[src/rtl/nor_seq_pkg.sv]
package nor_seq_pkg;

    localparam int ADDR_W    = 24;
    localparam int BYTE_W    = 8;
    localparam int BUSY_W    = 5;
    localparam int OPC_CYC   = 8;
    localparam int TX_W      = OPC_CYC + ADDR_W + BYTE_W;
    localparam int CNT_W     = 6;
    localparam int DUMMY_W   = 4;

    localparam logic [7:0] CODE_PIO_RD = 8'h81;
    localparam logic [7:0] CODE_PIO_WR = 8'h90;
    localparam logic [7:0] CODE_STAT   = 8'h02;
    localparam logic [7:0] UNLOCK_KEY  = 8'h30;

    localparam logic [7:0] OP_PLAIN_RD = 8'h03;
    localparam logic [7:0] OP_WREN     = 8'h06;
    localparam logic [7:0] OP_PROG     = 8'h02;
    localparam logic [7:0] OP_RDSR     = 8'h05;

    localparam logic [3:0] SEL_CMD   = 4'd0;
    localparam logic [3:0] SEL_MODE  = 4'd1;
    localparam logic [3:0] SEL_FAST  = 4'd2;
    localparam logic [3:0] SEL_OPC_A = 4'd3;
    localparam logic [3:0] SEL_OPC_B = 4'd4;
    localparam logic [3:0] SEL_WBYTE = 4'd5;
    localparam logic [3:0] SEL_ADR0  = 4'd6;
    localparam logic [3:0] SEL_ADR1  = 4'd7;
    localparam logic [3:0] SEL_ADR2  = 4'd8;
    localparam logic [3:0] SEL_KEY   = 4'd9;

    typedef enum logic [1:0] {LANE_X1, LANE_X2, LANE_X4} lane_e;

    typedef enum logic [1:0] {F_IDLE, F_CSON, F_SHIFT, F_CSOFF} fstate_e;

    typedef struct packed {
        logic [7:0]         opc;
        logic               use_addr;
        logic [ADDR_W-1:0]  addr;
        logic               use_wbyte;
        logic [BYTE_W-1:0]  wbyte;
        logic [DUMMY_W-1:0] dummy;
        logic               use_rx;
        lane_e              lanes;
    } frame_t;

    function automatic logic is_known_code(logic [7:0] c);
        return (c == CODE_PIO_RD) || (c == CODE_PIO_WR) || (c == CODE_STAT);
    endfunction

    function automatic logic [BUSY_W-1:0] busy_mask(logic [7:0] c);
        return c[BUSY_W-1:0];
    endfunction

    function automatic logic [CNT_W-1:0] tx_len(frame_t f);
        logic [CNT_W-1:0] n;
        n = CNT_W'(OPC_CYC);
        if (f.use_addr)  n = n + CNT_W'(ADDR_W);
        if (f.use_wbyte) n = n + CNT_W'(BYTE_W);
        return n;
    endfunction

    function automatic logic [CNT_W-1:0] rx_len(frame_t f);
        if (!f.use_rx) return '0;
        case (f.lanes)
            LANE_X2: return CNT_W'(BYTE_W / 2);
            LANE_X4: return CNT_W'(BYTE_W / 4);
            default: return CNT_W'(BYTE_W);
        endcase
    endfunction

endpackage

[src/rtl/nor_seq_regs.sv]
module nor_seq_regs
    import nor_seq_pkg::*;
(
    input  logic              clk,
    input  logic              rst,
    input  logic              we,
    input  logic [3:0]        sel,
    input  logic [7:0]        wdata,
    input  logic              incr,
    output logic              dual_rd,
    output logic              quad_rd,
    output logic              fast_rd,
    output logic [7:0]        opc_a,
    output logic [7:0]        opc_b,
    output logic [BYTE_W-1:0] wbyte,
    output logic [ADDR_W-1:0] addr,
    output logic              unlocked
);

    always_ff @(posedge clk) begin
        if (rst) begin
            dual_rd  <= 1'b0;
            quad_rd  <= 1'b0;
            fast_rd  <= 1'b0;
            opc_a    <= '0;
            opc_b    <= '0;
            wbyte    <= '0;
            addr     <= '0;
            unlocked <= 1'b0;
        end else begin
            if (we) begin
                case (sel)
                    SEL_MODE: begin
                        dual_rd <= wdata[0];
                        quad_rd <= wdata[2];
                    end
                    SEL_FAST:  fast_rd  <= wdata[0];
                    SEL_OPC_A: opc_a    <= wdata;
                    SEL_OPC_B: opc_b    <= wdata;
                    SEL_WBYTE: wbyte    <= wdata;
                    SEL_ADR0:  addr[7:0]   <= wdata;
                    SEL_ADR1:  addr[15:8]  <= wdata;
                    SEL_ADR2:  addr[23:16] <= wdata;
                    SEL_KEY:   unlocked <= (wdata == UNLOCK_KEY);
                    default: ;
                endcase
            end
            if (incr) addr <= addr + 1'b1;
        end
    end

    assert_addr_step_R10: assert property (@(posedge clk) disable iff (rst)
        incr |=> (addr == $past(addr) + 24'd1));

endmodule

[src/rtl/nor_seq_plan.sv]
module nor_seq_plan
    import nor_seq_pkg::*;
#(
    parameter int unsigned DUMMY = 8
)(
    input  logic [7:0]        code,
    input  logic              dual_rd,
    input  logic              quad_rd,
    input  logic              fast_rd,
    input  logic [7:0]        opc_a,
    input  logic [7:0]        opc_b,
    input  logic [ADDR_W-1:0] addr,
    input  logic [BYTE_W-1:0] wbyte,
    output frame_t            first_f,
    output frame_t            second_f,
    output logic              two_frames
);

    localparam logic [DUMMY_W-1:0] DUM = DUMMY_W'(DUMMY);

    frame_t rd_f;

    always_comb begin
        rd_f           = '0;
        rd_f.use_addr  = 1'b1;
        rd_f.addr      = addr;
        rd_f.use_rx    = 1'b1;
        if (quad_rd) begin
            rd_f.opc   = opc_b;
            rd_f.lanes = LANE_X4;
            rd_f.dummy = DUM;
        end else if (dual_rd) begin
            rd_f.opc   = opc_a;
            rd_f.lanes = LANE_X2;
            rd_f.dummy = DUM;
        end else if (fast_rd) begin
            rd_f.opc   = opc_a;
            rd_f.lanes = LANE_X1;
            rd_f.dummy = DUM;
        end else begin
            rd_f.opc   = OP_PLAIN_RD;
            rd_f.lanes = LANE_X1;
            rd_f.dummy = '0;
        end
    end

    always_comb begin
        first_f    = '0;
        second_f   = '0;
        two_frames = 1'b0;
        case (code)
            CODE_PIO_RD: first_f = rd_f;
            CODE_STAT: begin
                first_f.opc    = OP_RDSR;
                first_f.use_rx = 1'b1;
                first_f.lanes  = LANE_X1;
            end
            CODE_PIO_WR: begin
                two_frames         = 1'b1;
                first_f.opc        = OP_WREN;
                second_f.opc       = OP_PROG;
                second_f.use_addr  = 1'b1;
                second_f.addr      = addr;
                second_f.use_wbyte = 1'b1;
                second_f.wbyte     = wbyte;
            end
            default: ;
        endcase
    end

endmodule

[src/rtl/nor_seq_frame.sv]
module nor_seq_frame
    import nor_seq_pkg::*;
(
    input  logic              clk,
    input  logic              rst,
    input  logic              start,
    input  frame_t            desc,
    input  logic [3:0]        io_in,
    output logic              sclk,
    output logic              cs_n,
    output logic [3:0]        io_out,
    output logic [3:0]        io_oe,
    output logic              done,
    output logic              idle,
    output logic [BYTE_W-1:0] rx_byte
);

    fstate_e          state;
    logic [TX_W-1:0]  tx_sh;
    logic [CNT_W-1:0] cyc, txc, rxf, last;
    logic             half, use_rx;
    lane_e            lanes;

    logic [CNT_W-1:0] d_txc, d_rxf;
    assign d_txc = tx_len(desc);
    assign d_rxf = d_txc + CNT_W'(desc.dummy);

    logic can_load;
    assign can_load = start && (state == F_IDLE || state == F_CSOFF);

    logic [BYTE_W-1:0] rx_next;
    always_comb begin
        case (lanes)
            LANE_X2: rx_next = {rx_byte[BYTE_W-3:0], io_in[1:0]};
            LANE_X4: rx_next = {rx_byte[BYTE_W-5:0], io_in[3:0]};
            default: rx_next = {rx_byte[BYTE_W-2:0], io_in[1]};
        endcase
    end

    always_ff @(posedge clk) begin
        if (rst) begin
            state   <= F_IDLE;
            tx_sh   <= '0;
            cyc     <= '0;
            txc     <= '0;
            rxf     <= '0;
            last    <= '0;
            half    <= 1'b0;
            use_rx  <= 1'b0;
            lanes   <= LANE_X1;
            sclk    <= 1'b0;
            cs_n    <= 1'b1;
            rx_byte <= '0;
        end else if (can_load) begin
            if (state == F_CSOFF) cs_n <= 1'b1;
            state   <= F_CSON;
            tx_sh   <= {desc.opc, desc.addr, desc.wbyte};
            txc     <= d_txc;
            rxf     <= d_rxf;
            last    <= d_rxf + rx_len(desc) - 1'b1;
            use_rx  <= desc.use_rx;
            lanes   <= desc.lanes;
            rx_byte <= '0;
        end else begin
            case (state)
                F_CSON: begin
                    cs_n  <= 1'b0;
                    cyc   <= '0;
                    half  <= 1'b0;
                    state <= F_SHIFT;
                end
                F_SHIFT: begin
                    if (!half) begin
                        sclk <= 1'b1;
                        half <= 1'b1;
                    end else begin
                        sclk  <= 1'b0;
                        half  <= 1'b0;
                        tx_sh <= tx_sh << 1;
                        if (use_rx && cyc >= rxf) rx_byte <= rx_next;
                        if (cyc == last) state <= F_CSOFF;
                        else             cyc   <= cyc + 1'b1;
                    end
                end
                F_CSOFF: begin
                    cs_n  <= 1'b1;
                    state <= F_IDLE;
                end
                default: ;
            endcase
        end
    end

    assign io_out = {3'b000, tx_sh[TX_W-1]};
    assign io_oe  = {3'b000, (state == F_SHIFT) && (cyc < txc)};
    assign done   = (state == F_CSOFF);
    assign idle   = (state == F_IDLE);

    assert_sclk_gate_R11: assert property (@(posedge clk) disable iff (rst)
        cs_n |-> !sclk);

    assert_oe_in_frame_R11: assert property (@(posedge clk) disable iff (rst)
        cs_n |-> (io_oe == 4'b0000));

endmodule

[src/rtl/nor_byte_seq.sv]
module nor_byte_seq
    import nor_seq_pkg::*;
#(
    parameter int unsigned DUMMY = 8
)(
    input  logic              clk,
    input  logic              rst,
    input  logic              cfg_we,
    input  logic [3:0]        cfg_sel,
    input  logic [7:0]        cfg_wdata,
    output logic [BUSY_W-1:0] busy,
    output logic [BYTE_W-1:0] rd_data,
    output logic [BYTE_W-1:0] stat_data,
    output logic              sclk,
    output logic              cs_n,
    output logic [3:0]        io_out,
    output logic [3:0]        io_oe,
    input  logic [3:0]        io_in
);

    logic              dual_rd, quad_rd, fast_rd, unlocked, incr;
    logic [7:0]        opc_a, opc_b, code_q, plan_code;
    logic [BYTE_W-1:0] wbyte, rx_byte;
    logic [ADDR_W-1:0] addr;
    logic [BUSY_W-1:0] busy_q;
    logic              second_q;
    frame_t            first_f, second_f, eng_desc;
    logic              two_frames, eng_start, eng_done, eng_idle;
    logic              cmd_fire, go_second, fin;

    assign cmd_fire  = cfg_we && (cfg_sel == SEL_CMD) && unlocked &&
                       (busy_q == '0) && is_known_code(cfg_wdata);
    assign plan_code = cmd_fire ? cfg_wdata : code_q;
    assign go_second = eng_done && (busy_q != '0) && !second_q && two_frames;
    assign fin       = eng_done && (busy_q != '0) && (second_q || !two_frames);
    assign eng_start = cmd_fire || go_second;
    assign eng_desc  = cmd_fire ? first_f : second_f;
    assign incr      = fin && (code_q != CODE_STAT);

    nor_seq_regs u_regs (
        .clk(clk), .rst(rst), .we(cfg_we), .sel(cfg_sel), .wdata(cfg_wdata),
        .incr(incr), .dual_rd(dual_rd), .quad_rd(quad_rd), .fast_rd(fast_rd),
        .opc_a(opc_a), .opc_b(opc_b), .wbyte(wbyte), .addr(addr),
        .unlocked(unlocked)
    );

    nor_seq_plan #(.DUMMY(DUMMY)) u_plan (
        .code(plan_code), .dual_rd(dual_rd), .quad_rd(quad_rd),
        .fast_rd(fast_rd), .opc_a(opc_a), .opc_b(opc_b), .addr(addr),
        .wbyte(wbyte), .first_f(first_f), .second_f(second_f),
        .two_frames(two_frames)
    );

    nor_seq_frame u_frame (
        .clk(clk), .rst(rst), .start(eng_start), .desc(eng_desc),
        .io_in(io_in), .sclk(sclk), .cs_n(cs_n), .io_out(io_out),
        .io_oe(io_oe), .done(eng_done), .idle(eng_idle), .rx_byte(rx_byte)
    );

    always_ff @(posedge clk) begin
        if (rst) begin
            busy_q    <= '0;
            code_q    <= '0;
            second_q  <= 1'b0;
            rd_data   <= '0;
            stat_data <= '0;
        end else begin
            if (cmd_fire) begin
                busy_q <= busy_mask(cfg_wdata);
                code_q <= cfg_wdata;
            end
            if (go_second) second_q <= 1'b1;
            if (fin) begin
                busy_q   <= '0;
                second_q <= 1'b0;
                if (code_q == CODE_PIO_RD) rd_data   <= rx_byte;
                if (code_q == CODE_STAT)   stat_data <= rx_byte;
            end
        end
    end

    assign busy = busy_q;

    assert_busy_track_R3: assert property (@(posedge clk) disable iff (rst)
        (busy_q != '0) == !eng_idle);

    assert_key_gate_R2: assert property (@(posedge clk) disable iff (rst)
        $rose(busy_q != '0) |-> $past(unlocked));

    assert_rd_source_R4: assert property (@(posedge clk) disable iff (rst)
        (rd_data != $past(rd_data)) |-> ($past(fin) && $past(code_q) == CODE_PIO_RD));

    assert_stat_source_R8: assert property (@(posedge clk) disable iff (rst)
        (stat_data != $past(stat_data)) |-> ($past(fin) && $past(code_q) == CODE_STAT));

endmodule

[config.mk]
export PLATFORM = sky130hd
export DESIGN_NAME = nor_byte_seq
export DESIGN_NICKNAME = d
export VERILOG_FILES = /design/src/rtl/nor_seq_pkg.sv /design/src/rtl/nor_seq_regs.sv /design/src/rtl/nor_seq_plan.sv /design/src/rtl/nor_seq_frame.sv /design/src/rtl/nor_byte_seq.sv
export SDC_FILE = /design/constraint.sdc
export NUM_CORES = 1
export LEC_CHECK = 0
export BUFFER_PORTS_ARGS = -buffer_cell sky130_fd_sc_hd__buf_2
export CORE_UTILIZATION = 30
export CTS_CLUSTER_SIZE = 25
export DETAILED_ROUTE_END_ITERATION = 6
export GPL_TIMING_DRIVEN = 0
export PLACE_DENSITY_LB_ADDON = 0.2
export REMOVE_ABC_BUFFERS = 1
export SYNTH_ARGS = -nofsm -noshare
export SYNTH_HDL_FRONTEND = slang
export SYNTH_SLANG_ARGS = --single-unit
[constraint.sdc]
create_clock -name clk -period 5 [get_ports clk]
set_input_delay 0.75 -clock clk [delete_from_list [all_inputs] [get_ports clk]]
set_output_delay 0.75 -clock clk [all_outputs]
set_load 0.005 [all_outputs]
==> results.ini <==
[route]
drt_first_pass_iters=7
post_drt_wl_per_cell_um=18.1
drcViolationCount=2
wirelength_um=26100
drtAntennaViolNets=0
drtIter0Drc=523
detail_route.vias_per_cell=5.36
via_count=7723

[yosys]
synth_top_area_share_pct=35.4
synth_xor_area_share_pct=0.700
synth_compound_area_share_pct=23.1
async_flop_share_pct=0
synth-edff-count=0
synthDistinctLibCells=80
yosys-top-cells-area=dfxtp_1 35%, mux2i_1 4.9%, a21oi_1 4.6%, nand2_1 4.5%, nor2_1 3.3%
ys_seq_area_share_pct=35.4
ys_warn_count=0
synth_cells=1062
ys_ff_latch=155
synthMuxAreaShare_pct=5.69
synth_area_um2=8750
synth_top_family_by_area=simple AND/OR/NAND/NOR gates
synthAdderAreaFrac_pct=3.23
synth_top_area_cell=dfxtp_1
yosys.area_share.simple_pct=24.5
avgSynthCellArea_um2=8.24
synthFlopType=dfxtp_1

[die]
dieArea_um2=29900
start_util_pct=30.5
die_h_um=173
die_w_um=173
core-area_um2=28700
num_rows=62
io_pins=50

[timing]
setup_viol=0
rsz0062_at_grt=false
fin_crit_sh_pct=89.2
slew_violations=0
min_period_ns=4.46
tightest_slew_ns=1.31
slew_headroom_pct=11.9
skew_ns=0.0111
timing.fmax_mhz=224
hold_viol=0

[critical_path]
arrival_ns=4.83
startpoint_type=register
worst_path_max_delay_cell=nand2_1
required_ns=5.37
rr_endpoint=u_frame.cyc[1]
worstSetupPathType=reg -> reg
crit_fanout=26
r2r_setup_slack_ns=0.54
cp-end-kind=register
max_stage_delay_ns=1.11
r2r-start=u_frame.state[0]
reg2reg_depth=6
worstPathCellList=inv_1 -> ha_1 -> nand2_1 -> o221ai_1 -> a21boi_0 -> mux2i_1

[place]
place_inst=1407
gp_congestion=0.803
port_buffers=43
placed_cell_area_um2=9170
place_hpwl_um=16800

[cells_and_area]
nNetsFinal=1084
layout_common_cells=155 x dfxtp_1, 104 x nand2_1, 80 x a21oi_1
fin_area_um2=9760
fin_cells=1440
area_delta_synth_final_pct=11.4
layout_commonest_cell=dfxtp_1
drive_gt1_share_pct=13.7
antenna_cells=0
nFillCells=3059

[clock_tree]
cts_resized=0
tritoncts=done
cts_buffer_depth=2
cts_setup_buffers=0
cts_root_buffer=clkbuf_16
insertion_delay_ns=0.44
ctsHoldBuffers=0
cts.htree.levels=4
clock_sinks=155
clk_pin_slew_ns=0.07
cts_buffers=17

[pwr]
leakage_nw=3.33
powerDensity_nw_per_um2=337
vdd_drop_max_v=0.000239
switching_share_pct=34.7
clkPwrFrac_pct=38.1
internal_power_w=0.00215
seqPwrFrac_pct=39.7
p_sw_w=0.00114
p_total_w=0.00329
p_comb_share_pct=22.3

[grt]
grt_pass1_vias=7445
overflow=0
antenna_found_initial=0
grt_max_degree=94
met3_usage_pct=2.55
use_met2_pct=28.4
grt_pass1_wl_um=42700
grtUsageTotal_pct=17.8
use_met1_pct=24.7
grt-busiest-layer=met2

[outcome]
outcome=complete, but fails checks
failed_checks=design-rule violations

[min_path]
holdCritStartpoint=u_frame.txc[4]
hold_path_end=u_frame.txc[4]
hold_class=reg -> reg
worstHoldPathCells=2

[run]
drv_cap=0

## registers in the layout, indices dropped and copies added, names as in the netlist, 2 cells and up
signal / count
u_frame.cyc: 6
rd_data: 8
code_q: 8
u_regs.addr: 24
u_frame.rxf: 2
u_frame.tx_sh: 40
u_frame.last: 6
u_frame.txc: 3
stat_data: 8
u_regs.opc_a: 8
u_regs.wbyte: 8
u_frame.lanes: 2
busy: 5
u_regs.opc_b: 8
u_frame.state: 2
u_frame.rx_byte: 8
## per-stage QoR
stage          utilization, %  hold WS (ns)  setup TNS, ns  setup slack (ns)
5_1_grt                  34.0         0.470              0             0.203
3_3_place_gp             31.5         0.434         -13.71            -0.958
6_report                 34.0         0.445              0             0.539
3_5_place_dp             32.0         0.436              0             0.270
2_1_floorplan               -         0.422              0             0.786
4_1_cts                  33.9         0.447              0             0.513
## worst max path at each step
| stage | startpoint | endpoint | slack [ns] | depth (start not counted) |
|---|---|---|---|---|
| 2_1_floorplan | cfg_wdata[4] | u_frame.last[5] | 0.79 | 13 |
| 3_3_place_gp | cfg_wdata[4] | u_frame.last[5] | -0.96 | 15 |
| 3_5_place_dp | cfg_wdata[4] | u_frame.last[5] | 0.27 | 15 |
| 4_1_cts | u_frame.state[0] | u_frame.cyc[1] | 0.51 | 6 |
| 5_1_grt | u_frame.state[0] | u_frame.cyc[1] | 0.20 | 6 |
| 6_report | u_frame.state[0] | u_frame.cyc[1] | 0.54 | 6 |
## cell families (layout without fill, tap and decap cells)
| family | Yosys count | after routing |
|---|---|---|
| multiplexers | 49 | 49 |
| other | 1 | 6 |
| flip-flops | 155 | 155 |
| adder cells (fa/ha/maj) | 22 | 22 |
| buffers and inverters | 146 | 135 |
| XOR/XNOR | 7 | 7 |
| AO/OA/AOI/OAI | 287 | 287 |
| AND/OR/NAND/NOR | 395 | 395 |
## synthesized netlist by cell type, types with 7 or more instances
cell type  count
a211oi_1      11
a211oi_2      19
a21o_1         9
a21oi_1       80
a31oi_1       21
and2_1        13
and3_1        10
buf_2         13
buf_4         11
clkbuf_1      62
dfxtp_1      155
ha_1          21
inv_1         52
mux2i_1       43
nand2_1      104
nand2b_1      14
nand3_1       49
nand3b_1      21
nand4_1       14
nor2_1        76
nor3_1        15
nor3_2        20
nor4_1        17
o211ai_1      15
o21ai_0       45
o32ai_1        7
o41ai_1       24
or3_1          9
## worst max-delay path: cells and delay by family (launching register included)
kind / cells / cell delay (ns)
AOI/OAI and AO/OA: 2 / 1.50
and+or+nand+nor: 1 / 1.11
buffers and inverters: 1 / 0.16
DFF: 1 / 0.37
muxes: 1 / 0.23
adders and majority gates: 1 / 1.01
## area by class of cell
type | count | area (um^2) | area share, %
Multi-Input combinational cell | 766 | 5050 | 51.8
Clock buffer | 17 | 425 | 4.36
Timing Repair Buffer | 49 | 362 | 3.71
Clock inverter | 15 | 131 | 1.35
Inverter | 54 | 203 | 2.08
Sequential cell | 155 | 3100 | 31.8
Tap cell | 384 | 480 | 4.92
## per-layer routing
metal | wire [um] | vias to the layer above | share of wire (%)
met1 | 12800 | 3702 | 49
met2 | 11900 | 181 | 45
met4 | 331 | 0 | 1.3
met3 | 1100 | 20 | 4.2
met5 | 0 | - | 0
li1 | - | 3820 | -
## power by group through the flow
stage	combinational (W)	sequential, W	clock, W
after floorplan	0.000495	0.00132	0
after global placement	0.000724	0.00133	0
after detailed placement	0.000733	0.00133	0
after CTS	0.000736	0.00131	0.00128
after global routing	0.000820	0.00131	0.00133
final	0.000733	0.00131	0.00125
Power figures use the tool's default switching activity.
